$ cat config.mk
export PLATFORM = sky130hd
export DESIGN_NAME = sar_adc_seq
export DESIGN_NICKNAME = d
export VERILOG_FILES = /design/src/rtl/sar_adc_pkg.sv /design/src/rtl/sar_ctrl.sv /design/src/rtl/sar_datapath.sv /design/src/rtl/sar_adc_seq.sv
export SDC_FILE = /design/constraint.sdc
export NUM_CORES = 1
export LEC_CHECK = 0
export ABC_AREA = 1
export CORE_MARGIN = 5
export CORE_UTILIZATION = 50
export DETAILED_ROUTE_END_ITERATION = 8
export HOLD_SLACK_MARGIN = 0.05
export PLACE_DENSITY = 0.73
export RECOVER_POWER = 25
export REMOVE_ABC_BUFFERS = 1
export SLEW_MARGIN = 10
export SYNTH_ARGS = -nofsm -noshare
export SYNTH_HDL_FRONTEND = slang
export SYNTH_SLANG_ARGS = --single-unit
$ cat constraint.sdc
create_clock -name clk -period 3.4 [get_ports clk]
set_input_delay 0.34 -clock clk [delete_from_list [all_inputs] [get_ports clk]]
set_output_delay 0.34 -clock clk [all_outputs]
set_load 0.005 [all_outputs]
$ cat src/rtl/sar_adc_pkg.sv
`timescale 1ns/1ps
package sar_adc_pkg;

  typedef enum logic [1:0] {
    SEQ_IDLE  = 2'd0,
    SEQ_CONV  = 2'd1,
    SEQ_STALL = 2'd2
  } seq_state_e;

  // Strobes from control to datapath, valid for one falling edge
  typedef struct packed {
    logic start;     // load first trial code
    logic decide;    // apply comparator decision, move to next bit
    logic latchNew;  // load latch with the code being decided now
    logic latchHeld; // load latch with the finished code after a stall
  } seq_strobe_t;

endpackage

$ cat src/rtl/sar_ctrl.sv
`timescale 1ns/1ps
module sar_ctrl
  import sar_adc_pkg::*;
#(
  parameter int DATA_W    = 8,
  parameter int HOLD_EDGE = 3
) (
  input  logic        clk,
  input  logic        rstN,
  input  logic        reqLow,
  output seq_strobe_t strb,
  output logic        busyN,
  output logic        holdOut
);
  // Two input edges per internal cycle, DATA_W+2 internal cycles
  localparam int CONV_EDGES = 2 * (DATA_W + 2);
  localparam int FIRST_DEC  = CONV_EDGES - 2 * (DATA_W - 1);
  localparam int CNT_W      = $clog2(CONV_EDGES + 1);
  localparam logic [CNT_W-1:0] HOLD_CNT = CNT_W'(HOLD_EDGE - 1);
  localparam logic [CNT_W-1:0] DEC_CNT  = CNT_W'(FIRST_DEC - 1);
  localparam logic [CNT_W-1:0] LAST_CNT = CNT_W'(CONV_EDGES - 1);

  seq_state_e       state;
  logic [CNT_W-1:0] edgeCnt;
  logic             lastEdge;
  logic             intTick;

  // Divided clock phase: a decision falls on every second input edge
  assign intTick  = edgeCnt[0];
  assign lastEdge = (state == SEQ_CONV) && (edgeCnt == LAST_CNT);

  always_comb begin
    strb = '0;
    case (state)
      SEQ_IDLE:  strb.start = reqLow;
      SEQ_CONV: begin
        strb.decide   = (edgeCnt >= DEC_CNT) && intTick;
        strb.latchNew = lastEdge && !reqLow;
      end
      SEQ_STALL: strb.latchHeld = !reqLow;
      default:   strb = '0;
    endcase
  end

  always_ff @(negedge clk or negedge rstN) begin
    if (!rstN) begin
      state   <= SEQ_IDLE;
      edgeCnt <= '0;
      busyN   <= 1'b1;
      holdOut <= 1'b0;
    end else begin
      case (state)
        SEQ_IDLE: begin
          if (reqLow) begin
            state   <= SEQ_CONV;
            edgeCnt <= CNT_W'(1);
            busyN   <= 1'b0;
          end
        end
        SEQ_CONV: begin
          edgeCnt <= edgeCnt + 1'b1;
          if (edgeCnt == HOLD_CNT) holdOut <= 1'b1;
          if (lastEdge) begin
            if (reqLow) begin
              state <= SEQ_STALL;
            end else begin
              state   <= SEQ_IDLE;
              busyN   <= 1'b1;
              holdOut <= 1'b0;
            end
          end
        end
        SEQ_STALL: begin
          if (!reqLow) begin
            state   <= SEQ_IDLE;
            busyN   <= 1'b1;
            holdOut <= 1'b0;
          end
        end
        default: state <= SEQ_IDLE;
      endcase
    end
  end
endmodule

$ cat src/rtl/sar_datapath.sv
`timescale 1ns/1ps
module sar_datapath
  import sar_adc_pkg::*;
#(
  parameter int DATA_W = 8
) (
  input  logic              clk,
  input  logic              rstN,
  input  seq_strobe_t       strb,
  input  logic              cmpHigh,
  output logic [DATA_W-1:0] dacCode,
  output logic [DATA_W-1:0] dataOut
);
  localparam logic [DATA_W-1:0] MSB_ONE = {1'b1, {(DATA_W-1){1'b0}}};

  logic [DATA_W-1:0] sarReg;
  logic [DATA_W-1:0] bitMask;
  logic [DATA_W-1:0] nextSar;
  logic [DATA_W-1:0] latchReg;

  always_comb begin
    nextSar = sarReg;
    if (cmpHigh) nextSar = nextSar & ~bitMask;
    nextSar = nextSar | (bitMask >> 1);
  end

  always_ff @(negedge clk or negedge rstN) begin
    if (!rstN) begin
      sarReg  <= '0;
      bitMask <= '0;
    end else if (strb.start) begin
      sarReg  <= MSB_ONE;
      bitMask <= MSB_ONE;
    end else if (strb.decide) begin
      sarReg  <= nextSar;
      bitMask <= bitMask >> 1;
    end
  end

  always_ff @(negedge clk or negedge rstN) begin
    if (!rstN)               latchReg <= '0;
    else if (strb.latchNew)  latchReg <= nextSar;
    else if (strb.latchHeld) latchReg <= sarReg;
  end

  assign dacCode = sarReg;
  assign dataOut = latchReg;
endmodule

$ cat src/rtl/sar_adc_seq.sv
`timescale 1ns/1ps
module sar_adc_seq
  import sar_adc_pkg::*;
#(
  parameter int DATA_W    = 8,
  parameter int HOLD_EDGE = 3
) (
  input  logic              clk,
  input  logic              rstN,
  input  logic              csN,
  input  logic              rdN,
  input  logic              cmpHigh,
  output logic              busyN,
  output logic              holdOut,
  output logic [DATA_W-1:0] dacCode,
  output logic [DATA_W-1:0] dataOut,
  output logic              dataOe
);
  seq_strobe_t strb;
  logic        reqLow;

  assign reqLow = !csN && !rdN;
  assign dataOe = reqLow;

  sar_ctrl #(.DATA_W(DATA_W), .HOLD_EDGE(HOLD_EDGE)) ctrl (
    .clk(clk), .rstN(rstN), .reqLow(reqLow),
    .strb(strb), .busyN(busyN), .holdOut(holdOut)
  );

  sar_datapath #(.DATA_W(DATA_W)) dpath (
    .clk(clk), .rstN(rstN), .strb(strb), .cmpHigh(cmpHigh),
    .dacCode(dacCode), .dataOut(dataOut)
  );
endmodule

==> impl_metrics.toml <==
[detailed_routing]
vias = 1654
first_pass_iters = 4
ant_nets = 0
viasPerCell = 5.121
routedWlPerCell_microns = 12.28
drt_iter0_drc = 130
drc = 0
routed_wl_microns = 3967

[clock_tree]
cts_root_buffer = "clkbuf_8"
htree_levels = 2
cts_hold_buf = 0
numCtsBuffers = 5
cts.path.max_buffers = 2
clkSinkCount = 33
clock_latency_ns = 0.34
post_cts_buffers = 0
clk_pin_slew_worst_paths_ns = 0.05
cts_tree = "built"

[sta]
setup_ws_ns = 0.02904
hold_viol = 0
clock_skew_ns = 0.04687
slew_headroom = 0.4439
finalSetupViolCount = 0
final_max_slew_viol_count = 0
max_slew.worst_pin.slew_ns = 0.8341
rsz0062_at_grt = "no"
setup_tns_ns = 0

[global_route]
grt_pass1_wl_microns = 7134
grt_pass1_vias = 1552
grtUsageTotal = 0.1724
antenna_found_initial = 0
grt_max_degree = 34
overflow = 0

[place]
gp_congestion = 0.8360
io_buffer_count = 23
hpwl_microns = 2861
dpl_worst_slack_ns = -0.02035

[floorplan]
io_pins = 24
die_h_microns = 72.34
die-area_sq_um = 5233
design.core.area_sq_um = 3716
dieWidth_microns = 72.34
rows = 22
start_util = 0.5229

[worst_setup_path]
required_ns = 3.06
critPathLaunchType = "flop"
worstPathArrival_ns = 3.03
crit_fanout = 4
path_buf_inv = 1
critPathKind = "flop to output pin"
crit_family = "buffers and inverters"
path_cells = "clkdlybuf4s50_1"
cp-end-kind = "output pin"
cp_slowest_cell = "clkdlybuf4s50_1"
cpPeakStageDelay_ns = 0.54

[yosys]
yosysSeqAreaShare = 0.4256
syn_area_sq_um = 1943
ys.flop_type = "dfrtn_1"
async_flop_share = 1.000
postSynthCellCount = 247
yosys_warnings = 0
avgSynthCellArea_sq_um = 7.867
synth_seq_cells = 33
yosysUniqueCellTypes = 24
synth_edf_count = 0

[power]
ir_drop_mv = 0.3988
pwr_density_cell_nw_per_um2 = 644.2
leakage_nw = 1.228

[layout]
nNetsFinal = 286
area_growth_pct = 17.90
n_antenna_cell = 0
fin_util = 0.6165
layout-drive-gt1-share = 0.1236

[run_status]
outcome = "completed"

[min_path]
min_path_type = "flop to flop"

[flow_run]
drv_cap = 0
## stage by stage
step                      area, sq um  hold slack [ns]  power, mW  instances
after CTS                        2303           0.4478      1.495        323
after global placement           2217           0.4485      1.186        315
after global routing             2291           0.4711      1.601        323
after detailed placement         2217           0.4475      1.198        315
final                            2291           0.4455      1.476        323
after floorplan                  1869           0.4296     0.9853        238
## worst min-delay path, stage by stage (launching register included)
cell	delay, ns
dfrtn_1	0.40
nand3_1	0.07
nand2_1	0.06
## kinds of logic after synthesis
kind of cell,share of synthesized area
simple gates,0.3999
fa+ha+maj,0.04507
buf+inv,0.09787
flops,0.4256
compound gates,0.03155
## final cells by class
cell class,count,area [sq um]
Fill cell,327,1425
Multi-Input combinational cell,174,925.9
Sequential cell,33,827.0
Timing Repair Buffer,29,275.3
Inverter,30,112.6
Clock buffer,5,68.82
Tap cell,48,60.06
Clock inverter,4,21.27
## power by group
part	switching, mW	leakage, nW	internal [mW]	total (mW)
Sequential	0.0953	0.439	0.500	0.595
Combinational	0.357	0.740	0.230	0.587
Clock	0.151	0.0492	0.143	0.294
## layer usage
layer | vias to the layer above | wire length, microns | GRT usage
met4 | 0 | 61 | 0.05637
met2 | 23 | 1807 | 0.2649
met3 | 6 | 163 | 0.04294
met1 | 764 | 1935 | 0.2378
li1 | 861 | - | -
met5 | - | 0 | 0
## final timing paths
| kind | depth (start not counted) | to | startpoint | slack [ns] |
|---|---|---|---|---|
| max in group asynchronous | 2 | dpath.dataOut[2] | rstN | 0.59 |
| min in group asynchronous | 2 | dpath.bitMask[5] | rstN | 2.26 |
| worst max register to register | 6 | dpath.dacCode[3] | ctrl.state[0] | 1.70 |
| worst min-delay path | 2 | dpath.bitMask[0] | dpath.bitMask[0] | 0.45 |
| worst min register to register | 2 | dpath.bitMask[0] | dpath.bitMask[0] | 0.45 |
| worst max-delay path | 1 | dacCode[5] | dpath.dacCode[5] | 0.03 |
## synth_stat cells, types with 2 or more instances
cell type / number / area share
o21ai_0: 3 / 0.0077
nor2_1: 2 / 0.0039
o21ai_1: 4 / 0.010
buf_4: 2 / 0.0077
ha_1: 7 / 0.045
inv_2: 7 / 0.014
buf_6: 4 / 0.023
nand3_1: 54 / 0.14
nor2_8: 3 / 0.031
buf_2: 2 / 0.0052
nand4_1: 12 / 0.039
nand2_2: 2 / 0.0064
dfrtn_1: 32 / 0.41
inv_1: 24 / 0.046
nand2_1: 77 / 0.15
nand2_4: 4 / 0.023
## cell usage in the layout (no fill, tap or decap)
| master | n |
|---|---|
| o22ai_1 | 1 |
| clkinv_2 | 2 |
| clkdlybuf4s50_1 | 21 |
| or2_2 | 1 |
| buf_4 | 5 |
| nand2_2 | 2 |
| a21oi_1 | 1 |
| dfstp_2 | 1 |
| o21ai_1 | 4 |
| nand2_1 | 77 |
| nor2_8 | 3 |
| nand3_1 | 54 |
| clkbuf_2 | 1 |
| nor2_4 | 1 |
| clkinvlp_4 | 1 |
| dlygate4sd3_1 | 1 |
| inv_2 | 7 |
| dlymetal6s2s_1 | 1 |
| dfrtn_1 | 32 |
| o21ai_0 | 3 |
| nand2_4 | 4 |
| inv_1 | 24 |
| nand4_1 | 12 |
| ha_1 | 7 |
| a31oi_1 | 1 |
| nor2_1 | 2 |
| clkbuf_8 | 5 |
| o21ai_2 | 1 |
## registers in the layout (all words and copies together) (netlist names)
name and cells:
ctrl.state 2, ctrl.busyN 1, dpath.bitMask 8, ctrl.edgeCnt 5, dpath.dataOut 8, dpath.dacCode 8, ctrl.holdOut 1
## timing repair
item | CTS | global route
resized for setup | 0 | 1
setup endpoints to repair | 0 | 1
endpoints found under the hold margin | 0 | 0
Power figures use the tool's default switching activity.
